[config.mk]
export PLATFORM = sky130hd
export DESIGN_NAME = radio_reg_master
export DESIGN_NICKNAME = d
export VERILOG_FILES = /design/src/rtl/rrm_pkg.sv /design/src/rtl/rrm_tick.sv /design/src/rtl/rrm_shift.sv /design/src/rtl/rrm_ctrl.sv /design/src/rtl/radio_reg_master.sv
export SDC_FILE = /design/constraint.sdc
export NUM_CORES = 1
export LEC_CHECK = 0
export CORE_MARGIN = 2
export CORE_UTILIZATION = 35
export CTS_CLUSTER_DIAMETER = 60
export CTS_CLUSTER_SIZE = 28
export DETAILED_ROUTE_END_ITERATION = 8
export HOLD_SLACK_MARGIN = 0.08
export PLACE_DENSITY = 0.54
export SYNTH_ARGS = -nofsm -noshare
export SYNTH_HDL_FRONTEND = slang
export SYNTH_SLANG_ARGS = --single-unit
[constraint.sdc]
create_clock -name clk -period 3.22 [get_ports clk]
set_input_delay 0.644 -clock clk [delete_from_list [all_inputs] [get_ports clk]]
set_output_delay 0.644 -clock clk [all_outputs]
set_load 0.1 [all_outputs]
[src/rtl/rrm_pkg.sv]
package rrm_pkg;

    parameter int RRM_ADDR_W  = 7;
    parameter int RRM_DATA_W  = 16;
    parameter int RRM_HDR_W   = 1 + RRM_ADDR_W;
    parameter int RRM_FRAME_W = RRM_HDR_W + RRM_DATA_W;

    typedef struct packed {
        logic                  rd;
        logic [RRM_ADDR_W-1:0] addr;
        logic [RRM_DATA_W-1:0] wdata;
    } rrm_cmd_t;

    typedef enum logic [1:0] {
        RRM_IDLE = 2'd0,
        RRM_XFER = 2'd1,
        RRM_GAP  = 2'd2
    } rrm_state_e;

    // Serial image of a command: direction, address, then data, MSB first.
    function automatic logic [RRM_FRAME_W-1:0] rrm_pack(input rrm_cmd_t c);
        return {c.rd, c.addr, c.wdata};
    endfunction

endpackage

[src/rtl/rrm_tick.sv]
module rrm_tick #(
    parameter int HALF = 4
) (
    input  logic clk,
    input  logic rst,
    input  logic run,
    output logic tick
);
    localparam int CNT_W = $clog2(HALF + 1);

    logic [CNT_W-1:0] cnt;

    assign tick = run && (cnt == CNT_W'(HALF - 1));

    always_ff @(posedge clk) begin
        if (rst || !run || tick) begin
            cnt <= '0;
        end else begin
            cnt <= cnt + 1'b1;
        end
    end
endmodule

[src/rtl/rrm_shift.sv]
module rrm_shift
    import rrm_pkg::*;
(
    input  logic                   clk,
    input  logic                   rst,
    input  logic                   load,
    input  logic [RRM_FRAME_W-1:0] frame_in,
    input  logic                   shift_en,
    input  logic                   sample_en,
    input  logic                   capture,
    input  logic                   sd_i,
    output logic                   sd_bit,
    output logic [RRM_DATA_W-1:0]  rdata
);
    logic [RRM_FRAME_W-1:0] tx_sr;
    logic [RRM_DATA_W-1:0]  rx_sr;

    assign sd_bit = tx_sr[RRM_FRAME_W-1];

    always_ff @(posedge clk) begin
        if (rst) begin
            tx_sr <= '0;
            rx_sr <= '0;
            rdata <= '0;
        end else begin
            if (load) begin
                tx_sr <= frame_in;
            end else if (shift_en) begin
                tx_sr <= {tx_sr[RRM_FRAME_W-2:0], 1'b0};
            end
            if (sample_en) begin
                rx_sr <= {rx_sr[RRM_DATA_W-2:0], sd_i};
            end
            if (capture) begin
                rdata <= rx_sr;
            end
        end
    end
endmodule

[src/rtl/rrm_ctrl.sv]
module rrm_ctrl
    import rrm_pkg::*;
#(
    parameter int GAP_CYC = 2
) (
    input  logic clk,
    input  logic rst,
    input  logic req_valid,
    input  logic req_rd,
    input  logic tick,
    output logic req_ready,
    output logic load,
    output logic run,
    output logic sclk,
    output logic sen_n,
    output logic oe,
    output logic shift_en,
    output logic sample_en,
    output logic capture,
    output logic done
);
    localparam int IDX_W = $clog2(RRM_FRAME_W + 2);
    localparam int GAP_W = $clog2(GAP_CYC + 1);

    rrm_state_e       state;
    logic [IDX_W-1:0] bit_idx;
    logic [IDX_W-1:0] last_idx;
    logic [GAP_W-1:0] gap_cnt;
    logic             phase;
    logic             rd_q;
    logic             at_tail;

    // A read carries one extra clock for the line turnaround.
    assign last_idx  = rd_q ? IDX_W'(RRM_FRAME_W + 1) : IDX_W'(RRM_FRAME_W);
    assign at_tail   = (bit_idx == last_idx);

    assign run       = (state == RRM_XFER);
    assign req_ready = (state == RRM_IDLE);
    assign load      = req_ready && req_valid;
    assign sclk      = phase;
    assign sen_n     = !run;
    assign oe        = !(run && rd_q && (bit_idx >= IDX_W'(RRM_HDR_W)));
    assign shift_en  = run && tick && phase;
    assign sample_en = run && tick && !phase && rd_q && !at_tail
                       && (bit_idx > IDX_W'(RRM_HDR_W));
    assign capture   = run && tick && !phase && at_tail && rd_q;

    always_ff @(posedge clk) begin
        if (rst) begin
            state   <= RRM_IDLE;
            bit_idx <= '0;
            gap_cnt <= '0;
            phase   <= 1'b0;
            rd_q    <= 1'b0;
            done    <= 1'b0;
        end else begin
            done <= 1'b0;
            case (state)
                RRM_IDLE: begin
                    if (req_valid) begin
                        state   <= RRM_XFER;
                        rd_q    <= req_rd;
                        bit_idx <= '0;
                        phase   <= 1'b0;
                    end
                end
                RRM_XFER: begin
                    if (tick) begin
                        if (!phase) begin
                            if (at_tail) begin
                                state   <= RRM_GAP;
                                gap_cnt <= '0;
                                done    <= 1'b1;
                            end else begin
                                phase <= 1'b1;
                            end
                        end else begin
                            phase   <= 1'b0;
                            bit_idx <= bit_idx + 1'b1;
                        end
                    end
                end
                RRM_GAP: begin
                    if (gap_cnt == GAP_W'(GAP_CYC - 1)) begin
                        state <= RRM_IDLE;
                    end else begin
                        gap_cnt <= gap_cnt + 1'b1;
                    end
                end
                default: state <= RRM_IDLE;
            endcase
        end
    end
endmodule

[src/rtl/radio_reg_master.sv]
module radio_reg_master
    import rrm_pkg::*;
#(
    parameter int CLK_DIV = 8,
    parameter int GAP_CYC = 2
) (
    input  logic                  clk,
    input  logic                  rst,
    input  logic                  req_valid,
    output logic                  req_ready,
    input  logic                  req_rd,
    input  logic [RRM_ADDR_W-1:0] req_addr,
    input  logic [RRM_DATA_W-1:0] req_wdata,
    output logic                  rsp_done,
    output logic [RRM_DATA_W-1:0] rsp_rdata,
    output logic                  sclk,
    output logic                  sen_n,
    output logic                  sd_o,
    output logic                  sd_oe,
    input  logic                  sd_i
);
    localparam int HALF = CLK_DIV / 2;

    rrm_cmd_t cmd;
    logic     tick, run, load, shift_en, sample_en, capture;

    assign cmd = '{rd: req_rd, addr: req_addr, wdata: req_wdata};

    rrm_tick #(.HALF(HALF)) i_tick (
        .clk  (clk),
        .rst  (rst),
        .run  (run),
        .tick (tick)
    );

    rrm_ctrl #(.GAP_CYC(GAP_CYC)) i_ctrl (
        .clk       (clk),
        .rst       (rst),
        .req_valid (req_valid),
        .req_rd    (req_rd),
        .tick      (tick),
        .req_ready (req_ready),
        .load      (load),
        .run       (run),
        .sclk      (sclk),
        .sen_n     (sen_n),
        .oe        (sd_oe),
        .shift_en  (shift_en),
        .sample_en (sample_en),
        .capture   (capture),
        .done      (rsp_done)
    );

    rrm_shift i_shift (
        .clk       (clk),
        .rst       (rst),
        .load      (load),
        .frame_in  (rrm_pack(cmd)),
        .shift_en  (shift_en),
        .sample_en (sample_en),
        .capture   (capture),
        .sd_i      (sd_i),
        .sd_bit    (sd_o),
        .rdata     (rsp_rdata)
    );
endmodule

==> reports/summary.txt, run 1 <==
WL per Instance: 12.5 um
Min-Delay Path Depth: 1
Via Count: 2,141
Yosys cell types: 34
Worst path arrival time: 1570 ps
Final Hold Fails: 0
Pin count of the biggest net entering global routing: 49
Worst setup EP type: primary output
Area delta synth->final: 22.8%
Reg clk slew, reported paths: 70 ps
TritonCTS clock tree: built
Global route overflow: 0
Cell area after layout: 3630 sq um
Root Buffer: clkbuf_8
Dominant cell type by area after synthesis: dfxtp_1
Antenna fix cells: 0
Routed vias/inst: 4.76
Outcome: finished, final reports clean
Worst VDD drop: 0.224 mV
Commonest non-fill, non-tap cell in the layout: dfxtp_1
CP Cell Sequence: nor2b_1, o211ai_1, buf_4
PnR worst setup slack: 1000 ps
Post-CTS Setup Inserts: 0
Top routing layer used: met4
Min cycle time layout: 2220 ps
Max Slew Vio Count: 0
Nets: 373
Hold_ws: 418 ps
Top FF cell, synth: dfxtp_1
Required time of the critical path: 2580 ps
Most frequent cells in the layout: dfxtp_1, mux2i_1, nor2_1
Reg2reg path depth: 7
Reg-to-Reg Start: i_tick.cnt[0]
Mapped Nets: 328
Setup violators final: 0
Critical path's slowest cell: dfxtp_1
# port buffers: 49
Vias in the first global route: 2,075
I/O Pins: 50
Post-Syn Instances: 295
Startpoint Class: register
Pwr Total: 1.82 mW
Clock tree buffer depth: 2
Die span in y: 95.9 um
CP max stage delay: 400 ps
Remaining DRCs: 0
Max Clock Freq: 451 MHz
Post-route ant nets: 0
Synthesized flop and latch total: 71
Initial core utilization: 36.0%
Dpl cells: 434
Aggregate routed wire length: 5610 um
H-tree depth: 3
Post-CTS Resized: 0
Async SR Flop Fraction: 0%
Hold Buf Count CTS: 0
Dpl cell area: 3440 sq um
Post-route insts no fill: 450
FP Rows: 33
Hold path startpoint: i_tick.cnt[0]
Fin crit share: 68.9%
Slew headroom: 51.0%
CP delay by family, top: flip-flops
Synthesized area: 2960 sq um
Static Leak: 1.32 nW
Initial antenna violation count: 0
Syn. warnings: 0
Internal reg-to-reg setup slack: 1110 ps
Crit-path max FO: 6
Worst slew pin tran: 735 ps
Avg Inst Size Synth: 10.0 sq um
1st-iter DRT viols: 81
Final clock skew: 12.8 ps
Fraction of layout cells with a size suffix above 1: 14.8%
Pre-antenna DRT Iters: 4
Core area: 8220 sq um
First-pass GRT wire length: 9650 um
CP Buf/Inv Count: 1
WHS Endpoint: i_tick.cnt[0]
Clock sink total: 71
Final Wtd Congestion: 0.722
PwrDens: 502 nW/um^2
RSZ-0062 raised after global routing: false
Worst r2r dst: i_shift.tx_sr[15]
M1 WL: 2770 um
WL met3: 329 um
Top cells by area, synth: dfxtp_1, mux2i_1, a211oi_1
Top-area cell type share of the netlist area: 48.1%
GRT Overall Usage: 13.7%
Pre-CTS setup slack: 814 ps
Seq/Total Area, Yosys: 48.1%
Utilization after layout: 44.2%
Post-synth EDFFs: 0
HPWL after DPL: 3610 um
Hold/Removal Path Class: register to register
Die area: 9200 sq um
Routed wl met2: 2490 um
Critical path type: register to primary output
DIE WIDTH: 95.9 um
CTS Buf Count: 9
Number of max-cap violations: 0
Setup TNS: 0 ps
Clock Latency Late Sink: 340 ps
==> how the worst max path moves through the flow <==
stage | start | to | cells after the start
finish | i_ctrl.state[0] | sd_oe | 3
global placement | req_valid | i_shift.tx_sr[15] | 6
global route | i_tick.cnt[0] | i_shift.tx_sr[15] | 7
floorplan | i_ctrl.state[1] | i_shift.tx_sr[10] | 6
CTS | i_ctrl.state[0] | sd_oe | 3
detailed placement | req_valid | i_shift.tx_sr[6] | 6
==> cell type report <==
class                   count  area (sq um)
inverters                   7          26.3
flip-flops and latches     71          1420
well taps                 105           131
clock inverters             7          72.6
fillers                   834          4580
repair buffers             54           468
clock buffers               9           124
multi-input cells         197          1390
==> per-layer routing <==
layer	track usage, %	vias up
met4	4.64	0
met1	16.8	963
met3	5.17	2
met2	22.0	54
li1	-	1122
met5	0	-
==> registers in the layout (all words and copies together) (netlist names) <==
name and flops:
i_ctrl.bit_idx 5, i_ctrl.gap_cnt 2, i_tick.cnt 3, i_ctrl.rd_q 1, i_shift.rdata 16, i_shift.rx_sr 16
i_ctrl.done 1, i_ctrl.sclk 1, i_ctrl.state 2, i_shift.tx_sr 24
==> cell usage after synthesis (6+ instances only) <==
master / instances
o21ai_0: 16
nor2_1: 37
dfxtp_1: 71
a21oi_1: 7
a211oi_1: 23
clkbuf_1: 9
mux2i_1: 40
inv_1: 7
nand2_1: 6
nand2b_1: 20
nand3b_1: 16
==> logic make-up after synthesis <==
group / synth area share [%]
AND/OR/NAND/NOR: 17.6
buffers and inverters: 5.33
AO/OA/AOI/OAI: 11.5
flip-flops: 48.1
XOR/XNOR: 1.48
adder cells (fa/ha/maj): 2.12
multiplexers: 13.9
==> worst register-to-register path: stages, from the launching register on <==
cell and delay [ps]:
dfxtp_1 330, ha_1 150, ha_1 230, nand3_1 220
a21oi_4 350, buf_4 420, nor2_1 90, a211oi_1 220
==> where the power goes <==
| group | total, mW | leakage (nW) | internal (mW) | switching (mW) |
|---|---|---|---|---|
| combinational | 0.199 | 0.646 | 0.0915 | 0.107 |
| clock | 0.697 | 0.0956 | 0.358 | 0.338 |
| sequential | 0.928 | 0.578 | 0.909 | 0.0192 |
Note: power is estimated with default switching activity, not from simulation.
==> run 2: changes to the inputs <==
Clock period 3.22 ns to 2.3 ns, I/O delays scaled along.
==> reports/summary.txt, run 2 (synthesized netlist as in run 1, its figures left out) <==
Max Slew Vio Count: 0
Min-Delay Path Depth: 1
Worst VDD drop: 0.458 mV
Internal reg-to-reg setup slack: 480 ps
TritonCTS clock tree: built
Remaining DRCs: 0
CTS Buf Count: 9
Worst slew pin tran: 589 ps
1st-iter DRT viols: 76
Crit-path max FO: 6
Critical path type: register to primary output
# port buffers: 49
Max Clock Freq: 486 MHz
Root Buffer: clkbuf_8
Biggest regs: i_shift.tx_sr (24), i_shift.rdata (16), i_shift.rx_sr (16)
Top routing layer used: met4
Fin crit share: 89.4%
Die area: 9200 sq um
Routed vias/inst: 4.78
Area delta synth->final: 25.7%
Initial antenna violation count: 0
Clock tree buffer depth: 2
Pwr Total: 2.68 mW
Layout filler cell count: 796
Multi-input gate area: 1390 sq um
Fraction of layout cells with a size suffix above 1: 15.3%
Via Count: 2,154
Setup violators final: 0
Post-CTS Setup Inserts: 0
Setup TNS: 0 ps
Worst r2r dst: i_shift.tx_sr[15]
Core area: 8220 sq um
Dpl cell area: 3500 sq um
Reg clk slew, reported paths: 70 ps
GRT Overall Usage: 13.6%
Static Leak: 1.37 nW
Hold/Removal Path Class: register to register
Clock Latency Late Sink: 340 ps
Hold_ws: 425 ps
Nets: 374
Final Wtd Congestion: 0.814
Top reg by flops: i_shift.tx_sr
FP Rows: 33
Register Area: 1420 sq um
Antenna fix cells: 0
Worst path arrival time: 1600 ps
WHS Endpoint: i_tick.cnt[0]
Aggregate routed wire length: 5570 um
Pin count of the biggest net entering global routing: 49
Required time of the critical path: 1840 ps
WL per Instance: 12.3 um
Hold path startpoint: i_tick.cnt[0]
Final Hold Fails: 0
Clock sink total: 71
Min cycle time layout: 2060 ps
Utilization after layout: 45.3%
Die span in y: 95.9 um
DIE WIDTH: 95.9 um
PnR worst setup slack: 244 ps
Number of max-cap violations: 0
Post-route ant nets: 0
Reg2reg path depth: 7
Max reg flops: 24
Outcome: finished, final reports clean
Dpl cells: 435
Routed wl met2: 2320 um
Initial core utilization: 36.0%
Global route overflow: 0
Cell area after layout: 3720 sq um
M1 WL: 2870 um
HPWL after DPL: 3630 um
Most frequent cells in the layout: dfxtp_1, mux2i_1, nor2_1
Final clock skew: 10.5 ps
RSZ-0062 raised after global routing: false
Post-route insts no fill: 451
Startpoint Class: register
Slew headroom: 60.7%
Reg-to-Reg Start: i_tick.cnt[0]
Pre-CTS setup slack: 397 ps
PwrDens: 721 nW/um^2
I/O Pins: 50
Pre-antenna DRT Iters: 4
Worst setup EP type: primary output
Post-CTS Resized: 0
Commonest non-fill, non-tap cell in the layout: dfxtp_1
First-pass GRT wire length: 9670 um
H-tree depth: 3
Vias in the first global route: 2,056
WL met3: 301 um
Hold Buf Count CTS: 0
==> run 2: cell type report <==
| class | instances | share of cell area, % |
|---|---|---|
| Inverter | 7 | 0.707 |
| Multi-Input combinational cell | 197 | 37.4 |
| Sequential cell | 71 | 38.2 |
| Clock inverter | 6 | 2.25 |
| Timing Repair Buffer | 55 | 14.1 |
| Tap cell | 105 | 3.53 |
| Clock buffer | 10 | 3.70 |
==> run 2: worst max-delay path: stages (launching register included) <==
cell and delay (ps):
dfxtp_1 450, nor2b_1 380, o211ai_1 210, buf_12 220
==> run 2: per-layer routing <==
| layer | global-route usage [%] | up-vias |
|---|---|---|
| li1 | - | 1129 |
| met1 | 17.9 | 973 |
| met2 | 20.3 | 46 |
| met3 | 5.56 | 6 |
| met4 | 4.29 | 0 |
| met5 | 0 | - |
==> run 2: worst max path at each step <==
stage,startpoint,to,depth (start not counted)
2_1_floorplan,i_ctrl.bit_idx[3],sd_oe,1
3_3_place_gp,req_valid,i_shift.tx_sr[9],6
3_5_place_dp,req_valid,i_shift.tx_sr[18],6
4_1_cts,i_ctrl.state[0],sd_oe,3
5_1_grt,i_ctrl.state[0],sd_oe,3
6_report,i_ctrl.state[0],sd_oe,3
==> run 2: power breakdown <==
| part | internal [mW] | leakage (nW) | total [mW] | switching, mW |
|---|---|---|---|---|
| registers | 1.27 | 0.578 | 1.30 | 0.0271 |
| logic | 0.140 | 0.672 | 0.292 | 0.152 |
| clock network | 0.636 | 0.116 | 1.09 | 0.454 |
==> run 3: changes to the inputs <==
Settings changed: ABC_AREA from default to 1, PLACE_DENSITY 0.54 to 0.53.
==> reports/summary.txt, run 3 <==
Outcome: finished, final reports clean
Startpoint Class: register
Vias in the first global route: 2,519
Top cells by area, synth: dfxtp_1, nand2_1, nor2_1
Routed vias/inst: 4.53
Post-CTS Setup Inserts: 0
Aggregate routed wire length: 6500 um
Antenna fix cells: 0
Most frequent cells in the layout: nand2_1, nor2_1, dfxtp_1
Remaining DRCs: 0
Reg2reg path depth: 9
Final Wtd Congestion: 0.753
Initial antenna violation count: 0
Pin count of the biggest net entering global routing: 57
Post-synth EDFFs: 0
Min-Delay Path Depth: 1
I/O Pins: 50
HPWL after DPL: 4230 um
DIE WIDTH: 99.0 um
Via Count: 2,707
Seq/Total Area, Yosys: 45.0%
Yosys cell types: 27
Number of max-cap violations: 0
Biggest regs: i_shift.tx_sr (24), i_shift.rdata (16), i_shift.rx_sr (16)
Hold/Removal Path Class: register to register
Slew headroom: 72.8%
Dominant cell type by area after synthesis: dfxtp_1
Commonest non-fill, non-tap cell in the layout: nand2_1
Avg Inst Size Synth: 7.16 sq um
Top FF cell, synth: dfxtp_1
Max reg flops: 24
Setup violators final: 0
Post-route ant nets: 0
Post-Syn Instances: 441
Cell area after layout: 3840 sq um
First-pass GRT wire length: 11,500 um
Fraction of layout cells with a size suffix above 1: 12.9%
Initial core utilization: 36.2%
Worst slew pin tran: 407 ps
CP max stage delay: 460 ps
CP Cell Sequence: inv_1, nor2_2, nand2_1, buf_4
Static Leak: 1.66 nW
Hold Buf Count CTS: 0
Async SR Flop Fraction: 0%
Pre-antenna DRT Iters: 4
RSZ-0062 raised after global routing: false
Worst r2r dst: i_shift.rdata[5]
Critical path type: register to primary output
# port buffers: 49
Synthesized area: 3160 sq um
Synthesized flop and latch total: 71
Critical path's slowest cell: dfxtp_1
Internal reg-to-reg setup slack: 540 ps
Core area: 8720 sq um
Leading cell types by count after synthesis: nand2_1, nor2_1, dfxtp_1
Pre-CTS setup slack: 442 ps
Nets: 518
FP Rows: 34
Die span in y: 99.0 um
Clock Latency Late Sink: 340 ps
WHS Endpoint: i_tick.cnt[0]
Worst path arrival time: 1460 ps
H-tree depth: 3
Hold_ws: 422 ps
Crit-path max FO: 5
Top-area cell type share of the netlist area: 45.0%
Post-route insts no fill: 597
TritonCTS clock tree: built
Max Slew Vio Count: 0
CTS Buf Count: 9
1st-iter DRT viols: 92
Post-CTS Resized: 0
Dpl cells: 582
Die area: 9800 sq um
Top reg by flops: i_shift.tx_sr
Worst setup EP type: primary output
Clock sink total: 71
PwrDens: 701 nW/um^2
Hold path startpoint: i_tick.cnt[0]
PnR worst setup slack: 382 ps
Required time of the critical path: 1840 ps
Min cycle time layout: 1920 ps
Setup TNS: 0 ps
Worst VDD drop: 0.242 mV
Area delta synth->final: 21.7%
GRT Overall Usage: 14.3%
Clock tree buffer depth: 2
WL per Instance: 10.9 um
Syn. warnings: 0
Utilization after layout: 44.1%
Reg-to-Reg Start: i_tick.cnt[0]
Final clock skew: 12.9 ps
Max Clock Freq: 521 MHz
Count leader, synth: nand2_1
Fin crit share: 83.4%
Mapped Nets: 474
Reg clk slew, reported paths: 80 ps
Final Hold Fails: 0
Root Buffer: clkbuf_8
Global route overflow: 0
Dpl cell area: 3630 sq um
Pwr Total: 2.69 mW
-- run 3: worst max path at each step --
stage	startpoint	end	slack, ps	depth (start not counted)
floorplan	i_ctrl.state[0]	i_shift.tx_sr[17]	220	8
global placement	req_valid	i_shift.tx_sr[4]	470	7
global route	i_ctrl.state[0]	sd_oe	250	4
CTS	i_ctrl.state[0]	sd_oe	350	4
detailed placement	req_valid	i_shift.tx_sr[23]	440	6
finish	i_ctrl.state[0]	sd_oe	380	4
-- run 3: area by class of cell --
class | count | area (sq um)
sequential | 71 | 1420
tap | 108 | 135
timing repair buffer | 54 | 498
fill | 914 | 4880
clock buffer | 9 | 124
multi-input combinational | 311 | 1440
clock inverter | 6 | 86.3
inverter | 38 | 143
-- run 3: critical path, delay by kind of cell, from the launching register on --
kind                   cells  cell delay [ps]
DFF                        1              460
buffers and inverters      2              320
and+or+nand+nor            2              340
-- run 3: cells by family after synthesis --
| logic type | synth area share, % |
|---|---|
| flip-flops | 45.0 |
| AO/OA/AOI/OAI | 9.27 |
| AND/OR/NAND/NOR | 34.3 |
| buffers and inverters | 9.50 |
| adder cells (fa/ha/maj) | 1.98 |
-- run 3: power breakdown --
group          internal [mW]  switching (mW)
Clock                  0.602           0.467
Sequential              1.27          0.0270
Combinational          0.125           0.198
Total                   2.00           0.692
-- run 3: metal layers --
metal / vias up / wire, um / track usage [%]
met5: - / 0 / 0
met4: 0 / 136 / 6.64
met3: 11 / 223 / 2.98
met2: 40 / 2830 / 22.3
met1: 1197 / 3310 / 19.0
li1: 1459 / - / -
